`src/rtl/flash_cmd_pkg.sv`:
```
// Shared types and constants for the flash command decoder.
// Assumes 16-bit data and a 15-bit compare window on command addresses.
package flash_cmd_pkg;
    localparam int CMP_ADDR_W = 15;
    localparam logic [CMP_ADDR_W-1:0] KEY_ADDR_A = 15'h5555;
    localparam logic [CMP_ADDR_W-1:0] KEY_ADDR_B = 15'h2AAA;
    localparam logic [7:0] KEY_BYTE_A  = 8'hAA;
    localparam logic [7:0] KEY_BYTE_B  = 8'h55;
    localparam logic [7:0] CMD_PROG    = 8'hA0;
    localparam logic [7:0] CMD_EXTEND  = 8'h80;
    localparam logic [7:0] CMD_ID_IN   = 8'h90;
    localparam logic [7:0] CMD_ID_OUT  = 8'hF0;
    localparam logic [7:0] SEL_CHIP    = 8'h10;
    localparam logic [7:0] SEL_SECTOR  = 8'h30;
    localparam logic [7:0] SEL_LOCK    = 8'h40;

    typedef enum logic [2:0] {
        OP_NONE         = 3'd0,
        OP_PROGRAM      = 3'd1,
        OP_CHIP_ERASE   = 3'd2,
        OP_SECTOR_ERASE = 3'd3,
        OP_BOOT_LOCK    = 3'd4
    } op_kind_e;

    typedef enum logic [2:0] {
        ST_IDLE  = 3'd0,
        ST_KEY1  = 3'd1,
        ST_KEY2  = 3'd2,
        ST_PWORD = 3'd3,
        ST_EXT1  = 3'd4,
        ST_EXT2  = 3'd5,
        ST_SEL   = 3'd6
    } seq_state_e;
endpackage

```
`src/rtl/flash_bus_capture.sv`:
```
// Bus write cycle capture.
// Turns a strobe pair into one completed write: the address is latched when the
// second strobe falls, the data when the first strobe rises. A write counts only
// while both strobes are low. Assumes strobes are synchronous to clk.
module flash_bus_capture #(
    parameter int ADDR_W = 18,
    parameter int DATA_W = 16
) (
    input  logic              clk,
    input  logic              rst_n,
    input  logic              cs_n,
    input  logic              we_n,
    input  logic [ADDR_W-1:0] addr,
    input  logic [DATA_W-1:0] wdata,
    output logic              cyc_valid,
    output logic [ADDR_W-1:0] cyc_addr,
    output logic [DATA_W-1:0] cyc_data
);
    logic wr_act;
    logic wr_act_q;

    // Write window: open only while both strobes are active.
    assign wr_act = ~cs_n & ~we_n;

    // Edge tracking plus address/data latching at window open/close.
    always_ff @(posedge clk) begin
        if (!rst_n) begin
            wr_act_q  <= 1'b0;
            cyc_valid <= 1'b0;
            cyc_addr  <= '0;
            cyc_data  <= '0;
        end else begin
            wr_act_q  <= wr_act;
            cyc_valid <= wr_act_q & ~wr_act;
            if (wr_act && !wr_act_q)
                cyc_addr <= addr;
            if (wr_act_q && !wr_act)
                cyc_data <= wdata;
        end
    end

    AST_CYC_PULSE: assert property (@(posedge clk) disable iff (!rst_n)
        cyc_valid |=> !cyc_valid);
endmodule

```
`src/rtl/flash_seq_fsm.sv`:
```
// Command sequence state machine.
// Walks the unlock steps, dispatches operation requests as one-clock pulses and
// keeps the identification mode flag. Assumes at most one completed write per
// two clocks (guaranteed by the capture stage).
module flash_seq_fsm
    import flash_cmd_pkg::*;
#(
    parameter int ADDR_W = 18,
    parameter int DATA_W = 16
) (
    input  logic              clk,
    input  logic              rst_n,
    input  logic              cyc_valid,
    input  logic [ADDR_W-1:0] cyc_addr,
    input  logic [DATA_W-1:0] cyc_data,
    input  logic              busy,
    output logic              op_valid,
    output op_kind_e          op_kind,
    output logic [ADDR_W-1:0] op_addr,
    output logic [DATA_W-1:0] op_data,
    output logic              id_mode
);
    seq_state_e state, nxt_state;
    logic       nxt_id;
    logic       issue;
    op_kind_e   issue_kind;
    logic       at_key_a, at_key_b;
    logic [7:0] cbyte;

    // Decode the compare windows of the completed write.
    assign at_key_a = (cyc_addr[CMP_ADDR_W-1:0] == KEY_ADDR_A);
    assign at_key_b = (cyc_addr[CMP_ADDR_W-1:0] == KEY_ADDR_B);
    assign cbyte    = cyc_data[7:0];

    // Next sequence step, mode flag and request selection.
    always_comb begin
        nxt_state  = state;
        nxt_id     = id_mode;
        issue      = 1'b0;
        issue_kind = OP_NONE;
        if (cyc_valid && !busy) begin
            nxt_state = ST_IDLE;
            case (state)
                ST_IDLE: begin
                    if (at_key_a && cbyte == KEY_BYTE_A)
                        nxt_state = ST_KEY1;
                    else if (cbyte == CMD_ID_OUT)
                        nxt_id = 1'b0;
                end
                ST_KEY1: if (at_key_b && cbyte == KEY_BYTE_B) nxt_state = ST_KEY2;
                ST_KEY2: begin
                    if (at_key_a) begin
                        case (cbyte)
                            CMD_PROG:   nxt_state = ST_PWORD;
                            CMD_EXTEND: nxt_state = ST_EXT1;
                            CMD_ID_IN:  nxt_id = 1'b1;
                            CMD_ID_OUT: nxt_id = 1'b0;
                            default:    nxt_state = ST_IDLE;
                        endcase
                    end
                end
                ST_PWORD: begin
                    issue      = 1'b1;
                    issue_kind = OP_PROGRAM;
                end
                ST_EXT1: if (at_key_a && cbyte == KEY_BYTE_A) nxt_state = ST_EXT2;
                ST_EXT2: if (at_key_b && cbyte == KEY_BYTE_B) nxt_state = ST_SEL;
                ST_SEL: begin
                    if (at_key_a && cbyte == SEL_CHIP) begin
                        issue = 1'b1; issue_kind = OP_CHIP_ERASE;
                    end else if (cbyte == SEL_SECTOR) begin
                        issue = 1'b1; issue_kind = OP_SECTOR_ERASE;
                    end else if (at_key_a && cbyte == SEL_LOCK) begin
                        issue = 1'b1; issue_kind = OP_BOOT_LOCK;
                    end
                end
                default: nxt_state = ST_IDLE;
            endcase
        end
    end

    // Register state, mode and the request pulse with its payload.
    always_ff @(posedge clk) begin
        if (!rst_n) begin
            state    <= ST_IDLE;
            id_mode  <= 1'b0;
            op_valid <= 1'b0;
            op_kind  <= OP_NONE;
            op_addr  <= '0;
            op_data  <= '0;
        end else begin
            state    <= nxt_state;
            id_mode  <= nxt_id;
            op_valid <= issue;
            op_kind  <= issue_kind;
            if (issue) begin
                op_addr <= cyc_addr;
                op_data <= cyc_data;
            end
        end
    end

    AST_OP_PULSE: assert property (@(posedge clk) disable iff (!rst_n)
        op_valid |=> !op_valid);
    AST_OP_KIND_SET: assert property (@(posedge clk) disable iff (!rst_n)
        op_valid |-> (op_kind != OP_NONE));
    AST_OP_FROM_WRITE: assert property (@(posedge clk) disable iff (!rst_n)
        op_valid |-> $past(cyc_valid && !busy));
    AST_BUSY_HOLD: assert property (@(posedge clk) disable iff (!rst_n)
        (cyc_valid && busy) |=> ($stable(state) && $stable(id_mode) && !op_valid));
    AST_IDLE_AFTER_OP: assert property (@(posedge clk) disable iff (!rst_n)
        op_valid |-> (state == ST_IDLE));
endmodule

```
`src/rtl/flash_cmd_decoder.sv`:
```
// Flash command decoder top.
// Connects the write capture stage to the sequence machine and produces the
// identification read word. Assumes bus strobes are synchronous to clk.
module flash_cmd_decoder
    import flash_cmd_pkg::*;
#(
    parameter int          ADDR_W   = 18,
    parameter int          DATA_W   = 16,
    parameter logic [15:0] MFR_CODE = 16'h001F,
    parameter logic [15:0] DEV_CODE = 16'h0092
) (
    input  logic              clk,
    input  logic              rst_n,
    input  logic              bus_cs_n,
    input  logic              bus_we_n,
    input  logic [ADDR_W-1:0] bus_addr,
    input  logic [DATA_W-1:0] bus_wdata,
    input  logic              busy,
    output logic              op_valid,
    output logic [2:0]        op_kind,
    output logic [ADDR_W-1:0] op_addr,
    output logic [DATA_W-1:0] op_data,
    output logic              id_mode,
    output logic [DATA_W-1:0] id_rdata
);
    localparam int CODE_W = (DATA_W < 16) ? DATA_W : 16;

    logic              cyc_valid;
    logic [ADDR_W-1:0] cyc_addr;
    logic [DATA_W-1:0] cyc_data;
    op_kind_e          kind_int;

    flash_bus_capture #(.ADDR_W(ADDR_W), .DATA_W(DATA_W)) i_capture (
        .clk       (clk),
        .rst_n     (rst_n),
        .cs_n      (bus_cs_n),
        .we_n      (bus_we_n),
        .addr      (bus_addr),
        .wdata     (bus_wdata),
        .cyc_valid (cyc_valid),
        .cyc_addr  (cyc_addr),
        .cyc_data  (cyc_data)
    );

    flash_seq_fsm #(.ADDR_W(ADDR_W), .DATA_W(DATA_W)) i_fsm (
        .clk       (clk),
        .rst_n     (rst_n),
        .cyc_valid (cyc_valid),
        .cyc_addr  (cyc_addr),
        .cyc_data  (cyc_data),
        .busy      (busy),
        .op_valid  (op_valid),
        .op_kind   (kind_int),
        .op_addr   (op_addr),
        .op_data   (op_data),
        .id_mode   (id_mode)
    );

    assign op_kind = kind_int;

    // Identification word: only address bit 0 selects the code.
    always_comb begin
        id_rdata = '0;
        if (id_mode)
            id_rdata[CODE_W-1:0] = bus_addr[0] ? DEV_CODE[CODE_W-1:0] : MFR_CODE[CODE_W-1:0];
    end
endmodule

```
`config.mk`:
```
export PLATFORM = sky130hd
export DESIGN_NAME = flash_cmd_decoder
export DESIGN_NICKNAME = d
export VERILOG_FILES = /design/src/rtl/flash_cmd_pkg.sv /design/src/rtl/flash_bus_capture.sv /design/src/rtl/flash_seq_fsm.sv /design/src/rtl/flash_cmd_decoder.sv
export SDC_FILE = /design/constraint.sdc
export NUM_CORES = 1
export LEC_CHECK = 0
export CAP_MARGIN = 10
export CORE_MARGIN = 4
export CORE_UTILIZATION = 45
export DETAILED_ROUTE_END_ITERATION = 7
export GPL_TIMING_DRIVEN = 0
export PLACE_DENSITY = 0.84
export SLEW_MARGIN = 20
export SYNTH_ARGS = -nofsm -noshare
export SYNTH_HDL_FRONTEND = slang
export SYNTH_HIERARCHICAL = 1
export SYNTH_SLANG_ARGS = --single-unit
```
`constraint.sdc`:
```
create_clock -name clk -period 2.4 [get_ports clk]
set_input_delay 0.36 -clock clk [delete_from_list [all_inputs] [get_ports clk]]
set_output_delay 0.36 -clock clk [all_outputs]
set_load 0.01 [all_outputs]
```
==> summary.txt <==
Clock tree
  – Root buf cell: clkbuf_8
  – CTS clk-pin slew, worst paths: 0.08 ns
  – Htree depth: 3
  – Hold buffer count at cts: 0
  – # Post-CTS Setup Buffers: 0
  – CTS Buf Count: 9
  – Clock sink count: 78
  – Clock Latency Late Sink: 0.35 ns
  – Bufs on Longest Clock Path: 2
  – Post-CTS sizing: 0
  – CTS tree: yes

Synthesis
  – Post-synthesis compound-gate area fraction: 0.0339
  – Post-Synth Adder-Cell Area: 0
  – Mux cell area share after synthesis: 0.192
  – Cell variety after synth: 44
  – Syn Std Cell Area: around 0.0035 mm2
  – Flops & latches, synth: 78
  – Syn_area_per_cell: 8.99 um2
  – YS warnings: 6
  – Post-Synth Simple-Gate Area: 0.245
  – Main combinational cell family by area after synthesis: simple AND/OR/NAND/NOR gates
  – Cells after Synth: 394
  – Xor and xnor area share after synthesis: 0.00247
  – Post-synthesis sequential area ratio: 0.441

Cells and area
  – Fin nets: 535
  – Non-Filler Instances: 603
  – P&R area growth vs syn: 33.9%
  – Antenna cell count: 0
  – Share of cells above drive strength 1: 0.120
  – Commonest non-fill, non-tap cell in the layout: nand2_1
  – Commonest non-fill, non-tap cells in the layout: nand2_1 (142), clkdlybuf4s50_1 (82), dfxtp_1 (78)
  – Final Util: 0.617

Power and ir drop
  – Maximum VDD drop: 0.324 mV
  – Leak: roughly 1.8 nW
  – Pwr/cell area: between 500 and 600 mW/mm2
  – Overall power: 2.63 mW

Placed design
  – Detailed placement HPWL: 6470 um
  – RD Place Congestion: 0.868
  – Port bufs: 82
  – Dpl cells: 587

STA
  – Fmax: 459 MHz
  – Tmin final: between 2 and 2.5 ns
  – Worst-Margin Slew: 0.774 ns
  – Fin Hold WS: 0.432 ns
  – Fin. max-slew vios: 0
  – Final hold viol count: 0
  – Setup TNS: 0 ns
  – RSZ-0062 raised after global routing: no
  – # setup viols final: 0
  – Ratio of final minimum period to clock period: 0.908
  – Skew final: 0.00865 ns
  – Rel. slew slack: 0.480

Detailed routing
  – Vias per cell: around 5.0
  – Avg WL per Cell: 14.7 um
  – Initial DRC Count: 205
  – DRC viols: 0
  – Vias after detailed routing: 3012
  – TritonRoute pass-1 iters: 4
  – Drt total wl: 8860 um
  – Remaining antenna violation count after routing: 0

Floorplan
  – Die Area: 0.00935 mm2
  – Die W: around 97 um
  – Site Rows: 32
  – Effective utilization at floorplan: 0.461
  – # IOs: 94
  – Chip height: between 90 and 100 um
  – Core footprint: 0.00769 mm2

Worst setup path
  – Crit path arrival time: 2.45 ns
  – Worst reg-to-reg path cell count: 5
  – Data required, critical path: 2.67 ns
  – Setup crit start: i_capture/cyc_data[5]
  – WS Path Type: reg -> reg
  – Reg2Reg Launch Point: i_capture/cyc_data[5]
  – Worst setup SP type: flop
  – Critical Path Fanout Max: 10
  – Reg2reg end: i_fsm/op_data[7]
  – R2R setup slack: 0.22 ns
  – CP endpoint kind: flop

Hold path
  – Hold Startpoint: rst_n
  – Hold Path Depth: 3
  – Hold endpoint: i_fsm/state[0]
  – Min-Delay Path Class: in -> reg

Run status
  – Result of the run: completed

Global route
  – Antenna violations before repair: 0
  – GRT Residual Overflow: 0
  – Vias in the first global route: around 3100
  – Global-route wire length before repair: 14700 um
  – Gr usage total: 0.192
  – Pin count of the biggest net entering global routing: 13

Flow run
  – Max cap viols: 0
[worst max path at each step]
stage | depth (start not counted) | endpoint
2_1_floorplan | 6 | i_fsm/state[2]
3_3_place_gp | 6 | i_fsm/op_data[5]
3_5_place_dp | 6 | i_fsm/op_data[7]
4_1_cts | 6 | i_fsm/op_data[7]
5_1_grt | 5 | i_fsm/op_addr[4]
6_report | 5 | i_fsm/op_data[7]
[cell families (layout without fill, tap and decap cells)]
family,Yosys count,after routing
simple gates,187,187
flops,78,78
other cells,1,10
mux,68,68
compound gates,16,16
xor+xnor,1,1
buf+inv,43,141
[cell type report]
class / instances / area [um2]
Timing Repair Buffer: 82 / 821
Multi-Input combinational cell: 282 / 1710
Clock buffer: 13 / 179
Clock inverter: 3 / 40.0
Sequential cell: 78 / 1560
Inverter: 3 / 11.3
Fill cell: 667 / 2950
Tap cell: 102 / 128
Buffer: 40 / 289
[per-layer routing]
layer | global-route usage | vias up | share of wire
li1 | - | 1485 | -
met1 | 0.239 | 1409 | 0.43
met2 | 0.316 | 104 | 0.49
met3 | 0.0433 | 14 | 0.058
met4 | 0.0875 | 0 | 0.018
met5 | 0 | - | 0
[registers in the layout (all words and copies together) (netlist names)]
name,flops
i_fsm/id_mode,1
i_fsm/state,3
i_capture/cyc_data,16
i_capture/cyc_valid,1
i_fsm/op_valid,1
i_capture/wr_act_q,1
i_capture/cyc_addr,18
i_fsm/op_addr,18
i_fsm/op_data,16
i_fsm/op_kind,3
[power by group]
group | switching, mW | leakage [nW] | internal [mW]
Clock | 0.465 | 0.115 | 0.591
Sequential | 0.0249 | 0.631 | 1.32
Combinational | 0.112 | 1.05 | 0.119
Total | 0.603 | 1.80 | 2.03
[per-stage QoR]
step / setup WS (ns) / area [um2]
6_report: 0.220 / 4740
5_1_grt: 0.0251 / 4740
4_1_cts: 0.226 / 4740
3_5_place_dp: 0.251 / 4520
3_3_place_gp: 0.331 / 4520
2_1_floorplan: 0.594 / 3570
[cell usage after synthesis, drive strengths merged]
cell type	n	area share
nand3b	1	0.0021
nor4bb	3	0.0085
and2	1	0.0021
a31oi	1	0.0018
nand4	3	0.0071
o31a	1	0.0025
and4b	2	0.0057
o211ai	2	0.0042
buf	32	0.073
nor4	3	0.0053
nor3	3	0.0057
and2b	1	0.0025
or2	1	0.0018
a21bo	1	0.0028
nor2b	3	0.0053
o21ai	3	0.0042
inv	3	0.0032
conb	1	0.0011
clkbuf	8	0.0085
and3b	1	0.0025
o32a	1	0.0032
nor3b	1	0.0021
nor4b	1	0.0042
or4	2	0.0042
dfxtp	78	0.44
mux2i	68	0.19
nand4bb	1	0.0078
a211o	1	0.0025
and4bb	1	0.0035
nand2b	2	0.0057
nor2	9	0.0095
nand2	142	0.15
nand3	6	0.0085
a21oi	6	0.013
xnor2	1	0.0025
[worst max-delay path: stages (launching register included)]
cell and delay, ns:
dfxtp_1 0.41, nor3_1 0.64, nand4bb_4 0.19, a21oi_4 0.41
buf_6 0.23, mux2i_1 0.22
(Power assumes the default switching activity.)
